<file path="config.mk">
export PLATFORM = sky130hd
export DESIGN_NAME = io_rst_seq
export DESIGN_NICKNAME = d
export VERILOG_FILES = /design/src/rtl/io_rst_pkg.sv /design/src/rtl/io_rst_sync.sv /design/src/rtl/io_rst_gap.sv /design/src/rtl/io_rst_fsm.sv /design/src/rtl/io_rst_outreg.sv /design/src/rtl/io_rst_seq.sv
export SDC_FILE = /design/constraint.sdc
export NUM_CORES = 1
export LEC_CHECK = 0
export BUFFER_PORTS_ARGS = -buffer_cell sky130_fd_sc_hd__buf_2
export CORE_UTILIZATION = 50
export CTS_BUF_LIST = sky130_fd_sc_hd__clkbuf_8
export DETAILED_ROUTE_END_ITERATION = 8
export HOLD_SLACK_MARGIN = 0.08
export PLACE_DENSITY_LB_ADDON = 0.2
export SYNTH_ARGS = -nofsm -noshare
export SYNTH_HDL_FRONTEND = slang
export SYNTH_SLANG_ARGS = --single-unit
export TNS_END_PERCENT = 5
</file>
<file path="constraint.sdc">
create_clock -name clk -period 1.6 [get_ports clk]
set_input_delay 0 -clock clk [delete_from_list [all_inputs] [get_ports clk]]
set_output_delay 0 -clock clk [all_outputs]
set_load 0.005 [all_outputs]
</file>
<file path="src/rtl/io_rst_pkg.sv">
package io_rst_pkg;

  typedef enum logic [2:0] {
    ST_WAIT_LOCK,
    ST_HOLD,
    ST_DLY_OFF,
    ST_SLC_OFF,
    ST_CTL_OFF,
    ST_PHY_ON,
    ST_APP_DLY,
    ST_RUN
  } seq_st_e;

  typedef struct packed {
    logic dly_rst;
    logic slc_rst;
    logic ctl_rst;
    logic phy_en;
    logic cmp_en;
    logic app_rst;
  } seq_out_t;

  localparam seq_out_t OUT_RESET = '{dly_rst: 1'b1, slc_rst: 1'b1, ctl_rst: 1'b1,
                                     phy_en: 1'b0, cmp_en: 1'b1, app_rst: 1'b1};

  // Output pattern held while a given state is current.
  function automatic seq_out_t decode(seq_st_e s);
    seq_out_t o;
    o = OUT_RESET;
    case (s)
      ST_DLY_OFF: o.dly_rst = 1'b0;
      ST_SLC_OFF: begin
        o.dly_rst = 1'b0;
        o.slc_rst = 1'b0;
      end
      ST_CTL_OFF: begin
        o.dly_rst = 1'b0;
        o.slc_rst = 1'b0;
        o.ctl_rst = 1'b0;
      end
      ST_PHY_ON, ST_APP_DLY: begin
        o.dly_rst = 1'b0;
        o.slc_rst = 1'b0;
        o.ctl_rst = 1'b0;
        o.phy_en  = 1'b1;
      end
      ST_RUN: begin
        o.dly_rst = 1'b0;
        o.slc_rst = 1'b0;
        o.ctl_rst = 1'b0;
        o.phy_en  = 1'b1;
        o.app_rst = 1'b0;
      end
      default: o = OUT_RESET;
    endcase
    return o;
  endfunction

endpackage

</file>
<file path="src/rtl/io_rst_sync.sv">
module io_rst_sync #(
  parameter int STAGES = 3
) (
  input  logic clk,
  input  logic rst_n,
  input  logic d_async,
  output logic q_sync
);
  logic [STAGES-1:0] chain_q;
  logic [STAGES-1:0] chain_d;

  generate
    if (STAGES < 2) begin : g_bad
      initial $error("io_rst_sync: STAGES must be at least 2");
    end
  endgenerate

  always_comb begin
    chain_d = {chain_q[STAGES-2:0], d_async};
  end

  always_ff @(posedge clk or negedge rst_n) begin
    if (!rst_n) chain_q <= '0;
    else        chain_q <= chain_d;
  end

  assign q_sync = chain_q[STAGES-1];
endmodule

</file>
<file path="src/rtl/io_rst_gap.sv">
module io_rst_gap #(
  parameter int GAP = 16
) (
  input  logic clk,
  input  logic rst_n,
  input  logic clear,
  output logic done
);
  localparam int W = (GAP > 1) ? $clog2(GAP) : 1;
  localparam logic [W-1:0] LAST = W'(GAP - 1);

  logic [W-1:0] cnt_q;
  logic [W-1:0] cnt_d;
  logic         cnt_en;

  always_comb begin
    cnt_en = clear || (cnt_q != LAST);
    cnt_d  = clear ? '0 : cnt_q + 1'b1;
  end

  always_ff @(posedge clk or negedge rst_n) begin
    if (!rst_n)      cnt_q <= '0;
    else if (cnt_en) cnt_q <= cnt_d;
  end

  assign done = (cnt_q == LAST);
endmodule

</file>
<file path="src/rtl/io_rst_fsm.sv">
module io_rst_fsm
  import io_rst_pkg::*;
(
  input  logic    clk,
  input  logic    rst_n,
  input  logic    lock_sync,
  input  logic    sys_rst,
  input  logic    rdy_both,
  input  logic    gap_done,
  output seq_st_e state_q,
  output seq_st_e state_nxt,
  output logic    gap_clear
);
  always_comb begin
    state_nxt = state_q;
    if (sys_rst && (state_q != ST_WAIT_LOCK)) begin
      state_nxt = ST_HOLD;
    end else begin
      case (state_q)
        ST_WAIT_LOCK: if (lock_sync) state_nxt = ST_HOLD;
        ST_HOLD:      if (gap_done)  state_nxt = ST_DLY_OFF;
        ST_DLY_OFF:   if (gap_done)  state_nxt = ST_SLC_OFF;
        ST_SLC_OFF:   if (gap_done)  state_nxt = ST_CTL_OFF;
        ST_CTL_OFF:   if (gap_done)  state_nxt = ST_PHY_ON;
        ST_PHY_ON:    if (rdy_both)  state_nxt = ST_APP_DLY;
        ST_APP_DLY:   if (gap_done)  state_nxt = ST_RUN;
        ST_RUN:                      state_nxt = ST_RUN;
        default:                     state_nxt = ST_WAIT_LOCK;
      endcase
    end
  end

  // Every step starts its gap afresh; a held runtime reset keeps it at zero.
  assign gap_clear = (state_nxt != state_q) || sys_rst;

  always_ff @(posedge clk or negedge rst_n) begin
    if (!rst_n) state_q <= ST_WAIT_LOCK;
    else        state_q <= state_nxt;
  end
endmodule

</file>
<file path="src/rtl/io_rst_outreg.sv">
module io_rst_outreg
  import io_rst_pkg::*;
(
  input  logic     clk,
  input  logic     rst_n,
  input  seq_st_e  state_nxt,
  input  logic     cmp_off_req,
  output seq_out_t out_q
);
  seq_out_t out_d;

  always_comb begin
    out_d = decode(state_nxt);
    // Host may drop compensation only once the sequence has completed.
    if (state_nxt == ST_RUN) out_d.cmp_en = !cmp_off_req;
  end

  always_ff @(posedge clk or negedge rst_n) begin
    if (!rst_n) out_q <= OUT_RESET;
    else        out_q <= out_d;
  end
endmodule

</file>
<file path="src/rtl/io_rst_seq.sv">
module io_rst_seq
  import io_rst_pkg::*;
#(
  parameter int SYNC_STAGES = 3,
  parameter int GAP_CYCLES  = 16
) (
  input  logic clk,
  input  logic rst_n,
  input  logic lock_async,
  input  logic sys_rst,
  input  logic dly_rdy,
  input  logic cmp_rdy,
  input  logic cmp_off_req,
  output logic dly_rst_o,
  output logic slc_rst_o,
  output logic ctl_rst_o,
  output logic phy_clk_en_o,
  output logic cmp_en_o,
  output logic app_rst_o
);
  logic     lock_sync;
  logic     gap_done;
  logic     gap_clear;
  logic     rdy_both;
  seq_st_e  state_q;
  seq_st_e  state_nxt;
  seq_out_t out_q;

  assign rdy_both = dly_rdy && cmp_rdy;

  io_rst_sync #(.STAGES(SYNC_STAGES)) u_sync (
    .clk(clk), .rst_n(rst_n), .d_async(lock_async), .q_sync(lock_sync)
  );

  io_rst_gap #(.GAP(GAP_CYCLES)) u_gap (
    .clk(clk), .rst_n(rst_n), .clear(gap_clear), .done(gap_done)
  );

  io_rst_fsm u_fsm (
    .clk(clk), .rst_n(rst_n), .lock_sync(lock_sync), .sys_rst(sys_rst),
    .rdy_both(rdy_both), .gap_done(gap_done), .state_q(state_q),
    .state_nxt(state_nxt), .gap_clear(gap_clear)
  );

  io_rst_outreg u_out (
    .clk(clk), .rst_n(rst_n), .state_nxt(state_nxt),
    .cmp_off_req(cmp_off_req), .out_q(out_q)
  );

  assign dly_rst_o    = out_q.dly_rst;
  assign slc_rst_o    = out_q.slc_rst;
  assign ctl_rst_o    = out_q.ctl_rst;
  assign phy_clk_en_o = out_q.phy_en;
  assign cmp_en_o     = out_q.cmp_en;
  assign app_rst_o    = out_q.app_rst;
endmodule

</file>
==> flow_metrics.env <==
export IMPL_critical_path_class="register to register"
export IMPL_io_pins=13
export IMPL_gp_congestion=0.760
export IMPL_vias_per_cell=5.17
export IMPL_final_max_slew_viol_count=0
export IMPL_clk_latency_ns=0.25
export IMPL_p_total_mw=1.06
export IMPL_htree_levels=1
export IMPL_path_max_fanout=4
export IMPL_leakage_nw=0.409
export IMPL_io_buffers=12
export IMPL_hold_path_class="input pin to asynchronous set/reset pin"
export IMPL_antenna_cells=0
export IMPL_critical_path_slowest_cell="dfrtp_1"
export IMPL_drt_first_pass_iters=4
export IMPL_period_needed_ns=1.54
export IMPL_detail_route_antenna_nets=0
export IMPL_grt_pass1_vias=448
export IMPL_fin_ws_ns=0.0560
export IMPL_nets=101
export IMPL_floorplan_initialDensity_pct=54.8
export IMPL_clock_path_buffers=2
export IMPL_synth_seq_area_share_pct=55.7
export IMPL_die_area_mm2=0.00162
export IMPL_grt_pass1_wl_um=1920
export IMPL_fin_tns_setup_ns=0
export IMPL_powerDensity_mw_per_mm2=1130
export IMPL_syn_area_um2=731
export IMPL_final_setup_skew_ns=0.00595
export IMPL_startpoint="u_gap.cnt_q[0]"
export IMPL_hold_viol=0
export IMPL_synth_fp_nets=77
export IMPL_syn_avg_cell_area_um2=10.6
export IMPL_place_hpwl_um=928
export IMPL_route_detailed_drc=0
export IMPL_path_buf_inv=0
export IMPL_grt_total_usage_pct=19.6
export IMPL_final_setup_viol_count=0
export IMPL_post_cts_buffers=0
export IMPL_critPathCaptureType="register"
export IMPL_vias=553
export IMPL_ir_worst_vdd_uv=777
export IMPL_layout_commonest_cell="buf_2"
export IMPL_grt_ovfl_total=0
export IMPL_critPathTopFamily="compound AO/OA/AOI/OAI gates"
export IMPL_cap_violations=0
export IMPL_critPathRequiredTime_ns=1.77
export IMPL_final_util_pct=70.5
export IMPL_fin_crit_sh_pct=96.5
export IMPL_antenna_found_initial=0
export IMPL_tightest_slew_ns=0.361
export IMPL_core_mm2=0.00133
export IMPL_path_clk_slew_ns=0.06
export IMPL_yosysWarningCount=0
export IMPL_wirelength_um=1420
export IMPL_ys_types=30
export IMPL_root_buffer="clkbuf_8"
export IMPL_tritoncts="done"
export IMPL_cts_sinks=16
export IMPL_cp_arrival_ns=1.71
export IMPL_path_cells="ha_2 -> and3_4 -> mux2_2 -> o31a_1 -> a211oi_2"
export IMPL_num_rows=13
export IMPL_status="finished, final reports clean"
export IMPL_reg2reg_from="u_gap.cnt_q[0]"
export IMPL_grt_max_degree=17
export IMPL_synth_cells=69
export IMPL_die_h_um=40.2
export IMPL_crit_path_max_incr_delay_ns=0.38
export IMPL_routedWlPerCell_um=13.3
export IMPL_drive_gt1_share_pct=38.0
export IMPL_cp_start_kind="register"
export IMPL_die_width_um=40.2
export IMPL_fmax_mhz=648
export IMPL_drt_iter0_drc=17
export IMPL_layout_common_cells="buf_2, dfrtp_1, nand2_1, buf_4"
export IMPL_cts_buffers=3
export IMPL_max_slew_margin_rel_pct=75.9
export IMPL_ys_seq_elements=16
export IMPL_post_place_ws_ns=0.0255
export IMPL_rsz0062_at_grt="true"
export IMPL_syn_to_final_growth_pct=28.6
-- power by group --
group / leakage, nW / internal, mW / switching (mW)
clock: 0.0269 / 0.170 / 0.132
sequential: 0.192 / 0.447 / 0.0551
combinational: 0.190 / 0.132 / 0.129
-- repair_timing --
action,in CTS,in global routing
setup endpoints to repair,0,7
hold endpoints to repair,20,0
gates resized for setup,0,4
hold buffers,4,0
-- worst reg2reg max path, delay by kind of cell (launching register included) --
kind	cells	cell delay, ns
AOI/OAI and AO/OA	2	0.45
adders and majority gates	1	0.20
DFF	1	0.38
muxes	1	0.25
and+or+nand+nor	1	0.18
-- final cells by class --
cell class	instances	area (um2)
Inverter	4	15.0
Timing Repair Buffer	23	153
Fill cell	98	394
Clock inverter	1	3.75
Clock buffer	3	41.3
Sequential cell	16	407
Multi-Input combinational cell	45	302
Tap cell	15	18.8
-- state kept, by name, summed over array words and instances (netlist names) --
register / cells
u_gap.cnt_q: 4
u_out.out_q: 6
u_fsm.state_q: 3
u_sync.chain_q: 3
-- stage by stage --
step | instance area, um2 | hold slack (ns) | instances
finish | 940 | 0.188 | 107
global route | 940 | 0.232 | 107
CTS | 923 | 0.190 | 107
detailed placement | 838 | -0.0698 | 99
global placement | 838 | -0.0838 | 99
floorplan | 733 | -0.296 | 69
-- cell families (layout without fill, tap and decap cells) --
family / count (synthesis) / count (layout) / synth area share, %
simple gates: 25 / 25 / 17.0
flops: 16 / 16 / 55.7
compound gates: 15 / 15 / 14.6
buf+inv: 8 / 31 / 5.65
mux: 3 / 3 / 4.28
fa+ha+maj: 1 / 1 / 1.71
xor+xnor: 1 / 1 / 1.20
-- synthesized netlist by cell type (all sizes together) --
| cell | number | share of area, % |
|---|---|---|
| clkbuf | 1 | 0.68 |
| a211oi | 2 | 2.7 |
| and3 | 1 | 0.86 |
| nor3 | 2 | 2.1 |
| nor2b | 1 | 0.86 |
| nand2b | 3 | 2.6 |
| o221ai | 1 | 1.2 |
| ha | 1 | 1.7 |
| nand3 | 4 | 2.7 |
| mux2 | 1 | 1.5 |
| nor2 | 5 | 2.6 |
| o211ai | 1 | 1.0 |
| o31a | 1 | 1.2 |
| nand2 | 7 | 3.6 |
| a31oi | 2 | 1.7 |
| a21oi | 4 | 2.7 |
| a21o | 1 | 1.0 |
| xnor2 | 1 | 1.2 |
| nand4 | 1 | 0.86 |
| inv | 4 | 2.1 |
| or2 | 1 | 0.86 |
| buf | 3 | 2.9 |
| o41a | 1 | 1.5 |
| dfrtp | 11 | 38 |
| dfstp | 5 | 18 |
| o21ai | 2 | 1.4 |
| mux2i | 2 | 2.7 |
-- path summary, 6_finish.rpt --
path / end / slack (ns) / cells past startpoint
max: u_gap.cnt_q[3] / 0.06 / 5
min: u_fsm.state_q[1] / 0.19 / 2
max reg2reg: u_gap.cnt_q[3] / 0.06 / 5
min reg2reg: u_sync.chain_q[2] / 0.35 / 0
max in group asynchronous: u_out.out_q[3] / 1.10 / 2
min in group clk: u_fsm.state_q[1] / 0.19 / 5
-- routing by layer --
metal	up-vias	wire, um	global-route usage, %
li1	284	-	-
met1	250	672	26.4
met2	17	680	27.8
met3	2	55	5.00
met4	0	10	12.5
met5	-	0	0
No activity file was read; power rests on OpenSTA's default activity.
